<file path="config.mk">
export PLATFORM = sky130hd
export DESIGN_NAME = dch_access_mon
export DESIGN_NICKNAME = d
export VERILOG_FILES = /design/src/rtl/dch_pkg.sv /design/src/rtl/dch_slot_decode.sv /design/src/rtl/dch_tx_latch.sv /design/src/rtl/dch_echo_check.sv /design/src/rtl/dch_access_ctrl.sv /design/src/rtl/dch_access_mon.sv
export SDC_FILE = /design/constraint.sdc
export NUM_CORES = 1
export LEC_CHECK = 0
export CAP_MARGIN = 0
export CORE_AREA = 2 2 39 41
export CTS_CLUSTER_SIZE = 10
export DETAILED_ROUTE_END_ITERATION = 10
export DIE_AREA = 0 0 41 43
export PLACE_DENSITY_LB_ADDON = 0.08
export SLEW_MARGIN = 0
export SYNTH_ARGS = -nofsm -noshare
export SYNTH_HDL_FRONTEND = slang
export SYNTH_SLANG_ARGS = --single-unit
</file>
<file path="constraint.sdc">
create_clock -name clk_i -period 1.4 [get_ports clk_i]
set_input_delay 0.21 -clock clk_i [delete_from_list [all_inputs] [get_ports clk_i]]
set_output_delay 0.21 -clock clk_i [all_outputs]
set_load 0.02 [all_outputs]
</file>
<file path="src/rtl/dch_pkg.sv">
package dch_pkg;
  typedef struct packed {
    logic [1:0] d_slot;  // [1]: D bit 7, [0]: D bit 6
    logic       echo_hi;
    logic       echo_lo;
    logic       sg;
  } slot_stb_t;
endpackage

</file>
<file path="src/rtl/dch_slot_decode.sv">
module dch_slot_decode
  import dch_pkg::*;
#(
  parameter int unsigned FRAME_BYTES = 12,
  parameter int unsigned D_BYTE      = 3,
  parameter int unsigned CI_BYTE     = 11,
  localparam int unsigned BYTE_W     = $clog2(FRAME_BYTES)
) (
  input  logic              bit_en_i,
  input  logic [BYTE_W-1:0] byte_i,
  input  logic [2:0]        bit_i,
  output slot_stb_t         stb_o
);
  localparam logic [BYTE_W-1:0] DB = BYTE_W'(D_BYTE);
  localparam logic [BYTE_W-1:0] CB = BYTE_W'(CI_BYTE);

  logic in_d, in_ci;

  always_comb begin
    in_d  = bit_en_i && (byte_i == DB);
    in_ci = bit_en_i && (byte_i == CB);
    stb_o.d_slot[1] = in_d  && (bit_i == 3'd7);
    stb_o.d_slot[0] = in_d  && (bit_i == 3'd6);
    stb_o.echo_hi   = in_ci && (bit_i == 3'd7);
    stb_o.echo_lo   = in_ci && (bit_i == 3'd6);
    stb_o.sg        = in_ci && (bit_i == 3'd5);
  end
endmodule

</file>
<file path="src/rtl/dch_tx_latch.sv">
module dch_tx_latch #(
  parameter int unsigned NBITS = 2
) (
  input  logic             clk_i,
  input  logic             rst_ni,
  input  logic             frame_i,
  input  logic [NBITS-1:0] stb_i,
  input  logic             tx_i,
  input  logic             drv_i,
  output logic [NBITS-1:0] sent_o,
  output logic             drove_o
);
  logic [NBITS-1:0] drv_q;

  for (genvar i = 0; i < NBITS; i++) begin : g_bit
    always_ff @(posedge clk_i or negedge rst_ni) begin
      if (!rst_ni) begin
        sent_o[i] <= 1'b1;
        drv_q[i]  <= 1'b0;
      end else if (stb_i[i]) begin
        sent_o[i] <= drv_i ? tx_i : 1'b1;  // open drain: released bit reads 1
        drv_q[i]  <= drv_i;
      end else if (frame_i) begin
        drv_q[i]  <= 1'b0;
      end
    end
  end

  assign drove_o = |drv_q;
endmodule

</file>
<file path="src/rtl/dch_echo_check.sv">
module dch_echo_check (
  input  logic       clk_i,
  input  logic       rst_ni,
  input  logic       echo_hi_i,
  input  logic       echo_lo_i,
  input  logic       dd_i,
  input  logic [1:0] sent_i,
  input  logic       drove_i,
  output logic       mismatch_o,
  output logic       coll_o
);
  logic echo_hi_q;

  assign mismatch_o = echo_lo_i && drove_i && ({echo_hi_q, dd_i} != sent_i);

  always_ff @(posedge clk_i or negedge rst_ni) begin
    if (!rst_ni) begin
      echo_hi_q <= 1'b1;
      coll_o    <= 1'b0;
    end else begin
      if (echo_hi_i) echo_hi_q <= dd_i;
      coll_o <= mismatch_o;
    end
  end
endmodule

</file>
<file path="src/rtl/dch_access_ctrl.sv">
module dch_access_ctrl (
  input  logic clk_i,
  input  logic rst_ni,
  input  logic sg_stb_i,
  input  logic dd_i,
  input  logic mismatch_i,
  input  logic ack_i,
  output logic permit_o
);
  logic go_q, hold_q;

  always_ff @(posedge clk_i or negedge rst_ni) begin
    if (!rst_ni) begin
      go_q   <= 1'b0;
      hold_q <= 1'b0;
    end else begin
      if (sg_stb_i) go_q <= ~dd_i;
      if (mismatch_i)  hold_q <= 1'b1;  // new collision beats ack
      else if (ack_i)  hold_q <= 1'b0;
    end
  end

  assign permit_o = go_q && !hold_q;
endmodule

</file>
<file path="src/rtl/dch_access_mon.sv">
module dch_access_mon
  import dch_pkg::*;
#(
  parameter int unsigned FRAME_BYTES = 12,
  parameter int unsigned D_BYTE      = 3,
  parameter int unsigned CI_BYTE     = 11,
  localparam int unsigned BYTE_W     = $clog2(FRAME_BYTES)
) (
  input  logic              clk_i,
  input  logic              rst_ni,
  input  logic              ts_frame_i,
  input  logic              ts_bit_en_i,
  input  logic [BYTE_W-1:0] ts_byte_i,
  input  logic [2:0]        ts_bit_i,
  input  logic              dd_i,
  input  logic              du_tx_i,
  input  logic              du_drv_i,
  input  logic              abort_ack_i,
  output logic              tx_permit_o,
  output logic              collision_o
);
  slot_stb_t  stb;
  logic [1:0] sent;
  logic       drove;
  logic       mismatch;

  dch_slot_decode #(
    .FRAME_BYTES(FRAME_BYTES), .D_BYTE(D_BYTE), .CI_BYTE(CI_BYTE)
  ) u_dec (
    .bit_en_i(ts_bit_en_i), .byte_i(ts_byte_i), .bit_i(ts_bit_i), .stb_o(stb)
  );

  dch_tx_latch #(.NBITS(2)) u_txl (
    .clk_i(clk_i), .rst_ni(rst_ni), .frame_i(ts_frame_i), .stb_i(stb.d_slot),
    .tx_i(du_tx_i), .drv_i(du_drv_i), .sent_o(sent), .drove_o(drove)
  );

  dch_echo_check u_echo (
    .clk_i(clk_i), .rst_ni(rst_ni), .echo_hi_i(stb.echo_hi), .echo_lo_i(stb.echo_lo),
    .dd_i(dd_i), .sent_i(sent), .drove_i(drove), .mismatch_o(mismatch),
    .coll_o(collision_o)
  );

  dch_access_ctrl u_acc (
    .clk_i(clk_i), .rst_ni(rst_ni), .sg_stb_i(stb.sg), .dd_i(dd_i),
    .mismatch_i(mismatch), .ack_i(abort_ack_i), .permit_o(tx_permit_o)
  );
endmodule

</file>
# Yosys cells after proc, flatten, opt, wreduce, memory -nomap -nowiden
# Index checks and enable logic that the tools add are counted.
dict set report word_totals {
  regBits 8
  inputBits 15
  out_inout_bits 2
  word_cells 36
}
dict set report classes {
  n_eq_ne 6
  mux 6
  bitwise_logic 1
  reduce_logical 15
}
# cell n
set op_table {}
lappend op_table {{1-bit logical AND} 10}
lappend op_table {{3-bit == test (second input constant)} 3}
lappend op_table {{1-bit two-way mux} 6}
lappend op_table {{2-bit nonzero test} 3}
lappend op_table {{4-bit by 2-bit == test with 1-bit output (second input constant)} 1}
lappend op_table {{4-bit == test (second input constant)} 1}
lappend op_table {{2-bit inequality test} 1}
lappend op_table {{2-bit OR reduction} 1}
lappend op_table {{1-bit logical NOT} 1}
lappend op_table {{1-bit NOT} 1}

# Logic depth before layout (Yosys ltp)
dict set report depth {
  depth_word 6
  mapped_depth 3
  ltp_nobuf 3
}

# Cells and area by module
# Synthesis repeated with hierarchy kept, for this count alone.
dict set report unflattened {
  hier_cells 40
  hier_area_um2 407.9
}
# module n_inst cells_per_inst area_per_inst_um2 seq_area_each_um2
set by_module_without_submodules {}
lappend by_module_without_submodules {dch_tx_latch 1 16 162.7 102.6}
lappend by_module_without_submodules {dch_echo_check 1 7 88.8 51.3}
lappend by_module_without_submodules {dch_slot_decode 1 10 80.1 0.0}
lappend by_module_without_submodules {dch_access_ctrl 1 7 76.3 50.0}

# Worst setup path before layout
# Ideal clock, no wire load.
dict set report synth_timing {
  kind {input to register}
  from {input ts_byte_i[2]}
  to {register u_txl.drv_q[0]}
  t_arrival_ns 1.046
  setup_slack_ns 0.229
  path_stages 3
  path_buffers 0
  cell_sequence {nand4b_4 nor4_2 mux2_2}
}
dict set report synth_between {
  elab_chain_len 4
}
# item line_no
set synth_rtl {}
lappend synth_rtl {{start, declared} dch_access_mon.sv:13} ;# input logic [BYTE_W-1:0] ts_byte_i,
lappend synth_rtl {{4-bit by 2-bit == test with 1-bit output *} dch_slot_decode.sv:20} ;# in_d = bit_en_i && (byte_i == DB);
lappend synth_rtl {{1-bit logical AND *} dch_slot_decode.sv:20}
lappend synth_rtl {{1-bit logical AND *} dch_slot_decode.sv:23} ;# stb_o.d_slot[0] = in_d && (bit_i == 3'd6);
lappend synth_rtl {{1-bit two-way mux / 2-bit nonzero test (equally long branches)} --}
lappend synth_rtl {{end signal, assigned by index} dch_tx_latch.sv:22} ;# drv_q[i] <= drv_i;
lappend synth_rtl {{end, declared} dch_tx_latch.sv:13} ;# logic [NBITS-1:0] drv_q;
# Every way passes the cells marked *; elsewhere a longest branch is shown, timed or not.
# A chain may end at the register's enable or synchronous reset.

# Worst setup path in the final report
dict set report layout_timing {
  from {input ts_bit_en_i}
  to {register u_txl.drv_q[0]}
}
dict set report layout_between {
  elab_chain_len 3
}
# item line_no
set layout_rtl {}
lappend layout_rtl {{start, declared} dch_access_mon.sv:12} ;# input logic ts_bit_en_i,
lappend layout_rtl {{1-bit logical AND *} dch_slot_decode.sv:20}
lappend layout_rtl {{1-bit logical AND *} dch_slot_decode.sv:23}
lappend layout_rtl {{1-bit two-way mux / 2-bit nonzero test (equally long branches)} --}
# Marked as above.

==> impl_metrics.env <==
export IMPL_status="finished clean"
export IMPL_root_buffer="clkbuf_4"
export IMPL_setup_violations=0
export IMPL_worst_slew_pin_slew_ns=0.365
export IMPL_synth_top_area_share_pct=29.4
export IMPL_rows=14
export IMPL_grt_util_all_layers_pct=13.8
export IMPL_required_ns=1.55
export IMPL_htree_num_levels=1
export IMPL_drc=0
export IMPL_place_gp_congestion=0.802
export IMPL_synth_area_um2=425
export IMPL_switchingPower_mw=0.136
export IMPL_seq_area_frac_synth_pct=47.9
export IMPL_cts_hold_buf=0
export IMPL_ir_worst_vdd_v=0.000343
export IMPL_postRouteAntennaNets=0
export IMPL_drive_gt1_share_pct=29.1
export IMPL_ys_warn_count=0
export IMPL_startpoint_type="primary input"
export IMPL_hpwlAfterDp_um=750
export IMPL_layout_common_cells="clkdlybuf4s50_1 (11), dfrtp_1 (5), mux2_2 (4)"
export IMPL_drt_iter0_markers=5
export IMPL_pin_count=17
export IMPL_placed_cell_area_um2=621
export IMPL_postCtsSetupBuffers=0
export IMPL_max_freq_mhz=724
export IMPL_power_density_nw_per_um2=832
export IMPL_worst_slack_ns=0.0194
export IMPL_hold_violations=0
export IMPL_wl_um=980
export IMPL_whs_ns=0.218
export IMPL_dr_pass1_iters=4
export IMPL_tritoncts_num_sinks=8
export IMPL_cts_tree="built"
export IMPL_cts_buffers=3
export IMPL_finalCriticalPeriod_ns=1.38
export IMPL_clkLatencyLatePin_ns=0.27
export IMPL_clkPwrFrac_pct=36.3
export IMPL_worstSetupPathType="primary input to flip-flop"
export IMPL_internal_power_mw=0.417
export IMPL_antenna_cells_inserted=0
export IMPL_synth_nets=48
export IMPL_slew_viol_final=0
export IMPL_fillers=124
export IMPL_hp_class="primary input to async pin"
export IMPL_final_cell_area_um2=664
export IMPL_avgSynthCellArea_um2=12.9
export IMPL_die_h_um=43
export IMPL_grt_pass1_vias=381
export IMPL_fin_nets=71
export IMPL_cp_end_kind="flip-flop"
export IMPL_synth_area_leader_cell="dfrtp_1"
export IMPL_wl_per_cell_um=13.8
export IMPL_synth_area_leaders="dfrtp_1 (29%), dfstp_2 (19%), mux2_2 (11%), nand4b_4 (5.6%), nor4b_4 (5.6%)"
export IMPL_initial_core_util_pct=30.7
export IMPL_fp_coreArea_um2=1380
export IMPL_area_growth_pct=56.2
export IMPL_die_area_um2=1760
export IMPL_ys_ff_latch=8
export IMPL_cts_buffer_depth=2
export IMPL_skew_ns=0.00922
export IMPL_grt_max_degree=9
export IMPL_place_port_buffers=16
export IMPL_rsz0062_at_grt="no"
export IMPL_place_worst_setup_slack_ns=-0.337
export IMPL_swShare_pct=24.6
export IMPL_synthCells=33
export IMPL_final_period_utilization_pct=98.6
export IMPL_die_w_um=41
export IMPL_maxCapViolations=0
export IMPL_leakage_nw=0.312
export IMPL_worstPathMaxFanout=4
export IMPL_synth_distinct_cells=20
export IMPL_comb_power_share_pct=17.2
export IMPL_clk_pin_slew_ns=0.06
export IMPL_antenna_found_initial=0
export IMPL_arrival_ns=1.53
export IMPL_overflow=0
export IMPL_final_common_cell="clkdlybuf4s50_1"
export IMPL_vias=361
export IMPL_routed_via_density=5.08
export IMPL_p_seq_share_pct=46.5
export IMPL_grt_pass1_wl_um=1570
export IMPL_slew_headroom_pct=75.6
==> power groups by stage <==
| stage | Sequential [mW] | Combinational [mW] | Clock, mW |
|---|---|---|---|
| after floorplan | 0.259 | 0.0324 | 0 |
| after global placement | 0.260 | 0.0943 | 0 |
| after detailed placement | 0.261 | 0.0962 | 0 |
| after CTS | 0.257 | 0.0975 | 0.205 |
| after global routing | 0.258 | 0.102 | 0.232 |
| final | 0.257 | 0.0951 | 0.201 |
==> stage by stage <==
step,utilization (%),TNS [ns],total power [mW],instances
after global routing,48.0,0,0.591,71
after global placement,44.8,-1.60,0.354,67
after floorplan,-,0,0.291,33
final,48.0,0,0.553,71
after CTS,47.2,-0.00492,0.560,71
after detailed placement,44.8,-1.80,0.357,67
==> worst max-delay path, cell delays in order <==
cell and delay (ns):
clkdlybuf4s50_1 0.48, nand2_1 0.15, nor4_4 0.32, mux2_2 0.37
==> area by class of cell <==
| class | instances | area (µm²) | area share (%) |
|---|---|---|---|
| clock buffer | 4 | 26.3 | 3.95 |
| inverter | 1 | 3.75 | 0.565 |
| multi-input combinational | 24 | 230 | 34.7 |
| sequential | 8 | 204 | 30.7 |
| tap | 16 | 20.0 | 3.01 |
| timing repair buffer | 18 | 180 | 27.1 |
==> routing by layer <==
layer	share of wire, %	vias to the layer above	GRT usage, %
li1	-	164	-
met1	37	171	14.2
met2	50	21	21.3
met3	10	5	6.81
met4	2.8	0	8.00
met5	0	-	0
==> cell families after synthesis <==
group	after synthesis	synth area share (%)
buf+inv	1	0.882
simple gates	13	27.4
xor+xnor	2	4.12
mux	5	13.2
compound gates	4	6.47
flops	8	47.9
==> synth_stat cells (all sizes together) <==
master  instances
dfrtp           5
dfstp           3
inv             1
mux2            5
nand2           2
nand2b          1
nand4b          2
nor2            1
nor2b           3
nor3            1
nor4            1
nor4b           1
o21ai           1
o221ai          1
o22ai           1
o31ai           1
or3             1
xor2            2
==> sequential cells by signal (all words and copies together) (netlist names) <==
name              cells
u_echo.coll_o         1
u_txl.drv_q           2
u_txl.sent_o          2
u_echo.echo_hi_q      1
u_acc.hold_q          1
u_acc.go_q            1
==> path summary, 6_finish.rpt <==
path,startpoint,slack [ns],depth (start not counted),end
max reg2reg,u_txl.sent_o[1]$_DFFE_PN1P_,0.27,3,u_acc.hold_q$_DFFE_PN0P_
min reg2reg,u_acc.go_q$_DFFE_PN0P_,0.50,2,u_acc.go_q$_DFFE_PN0P_
min in group clk_i,ts_byte_i[1],0.46,4,u_acc.go_q$_DFFE_PN0P_
min,rst_ni,0.22,1,u_echo.coll_o$_DFF_PN0_
max in group asynchronous,rst_ni,0.87,1,u_txl.sent_o[0]$_DFFE_PN1P_
max,ts_bit_en_i,0.02,4,u_txl.drv_q[0]$_DFFE_PN0P_
==> repair_timing <==
action | CTS | global route
resized for setup | 3 | 4
pin swaps | 2 | 2
endpoints found under the setup margin | 4 | 2
(Power assumes the default switching activity.)
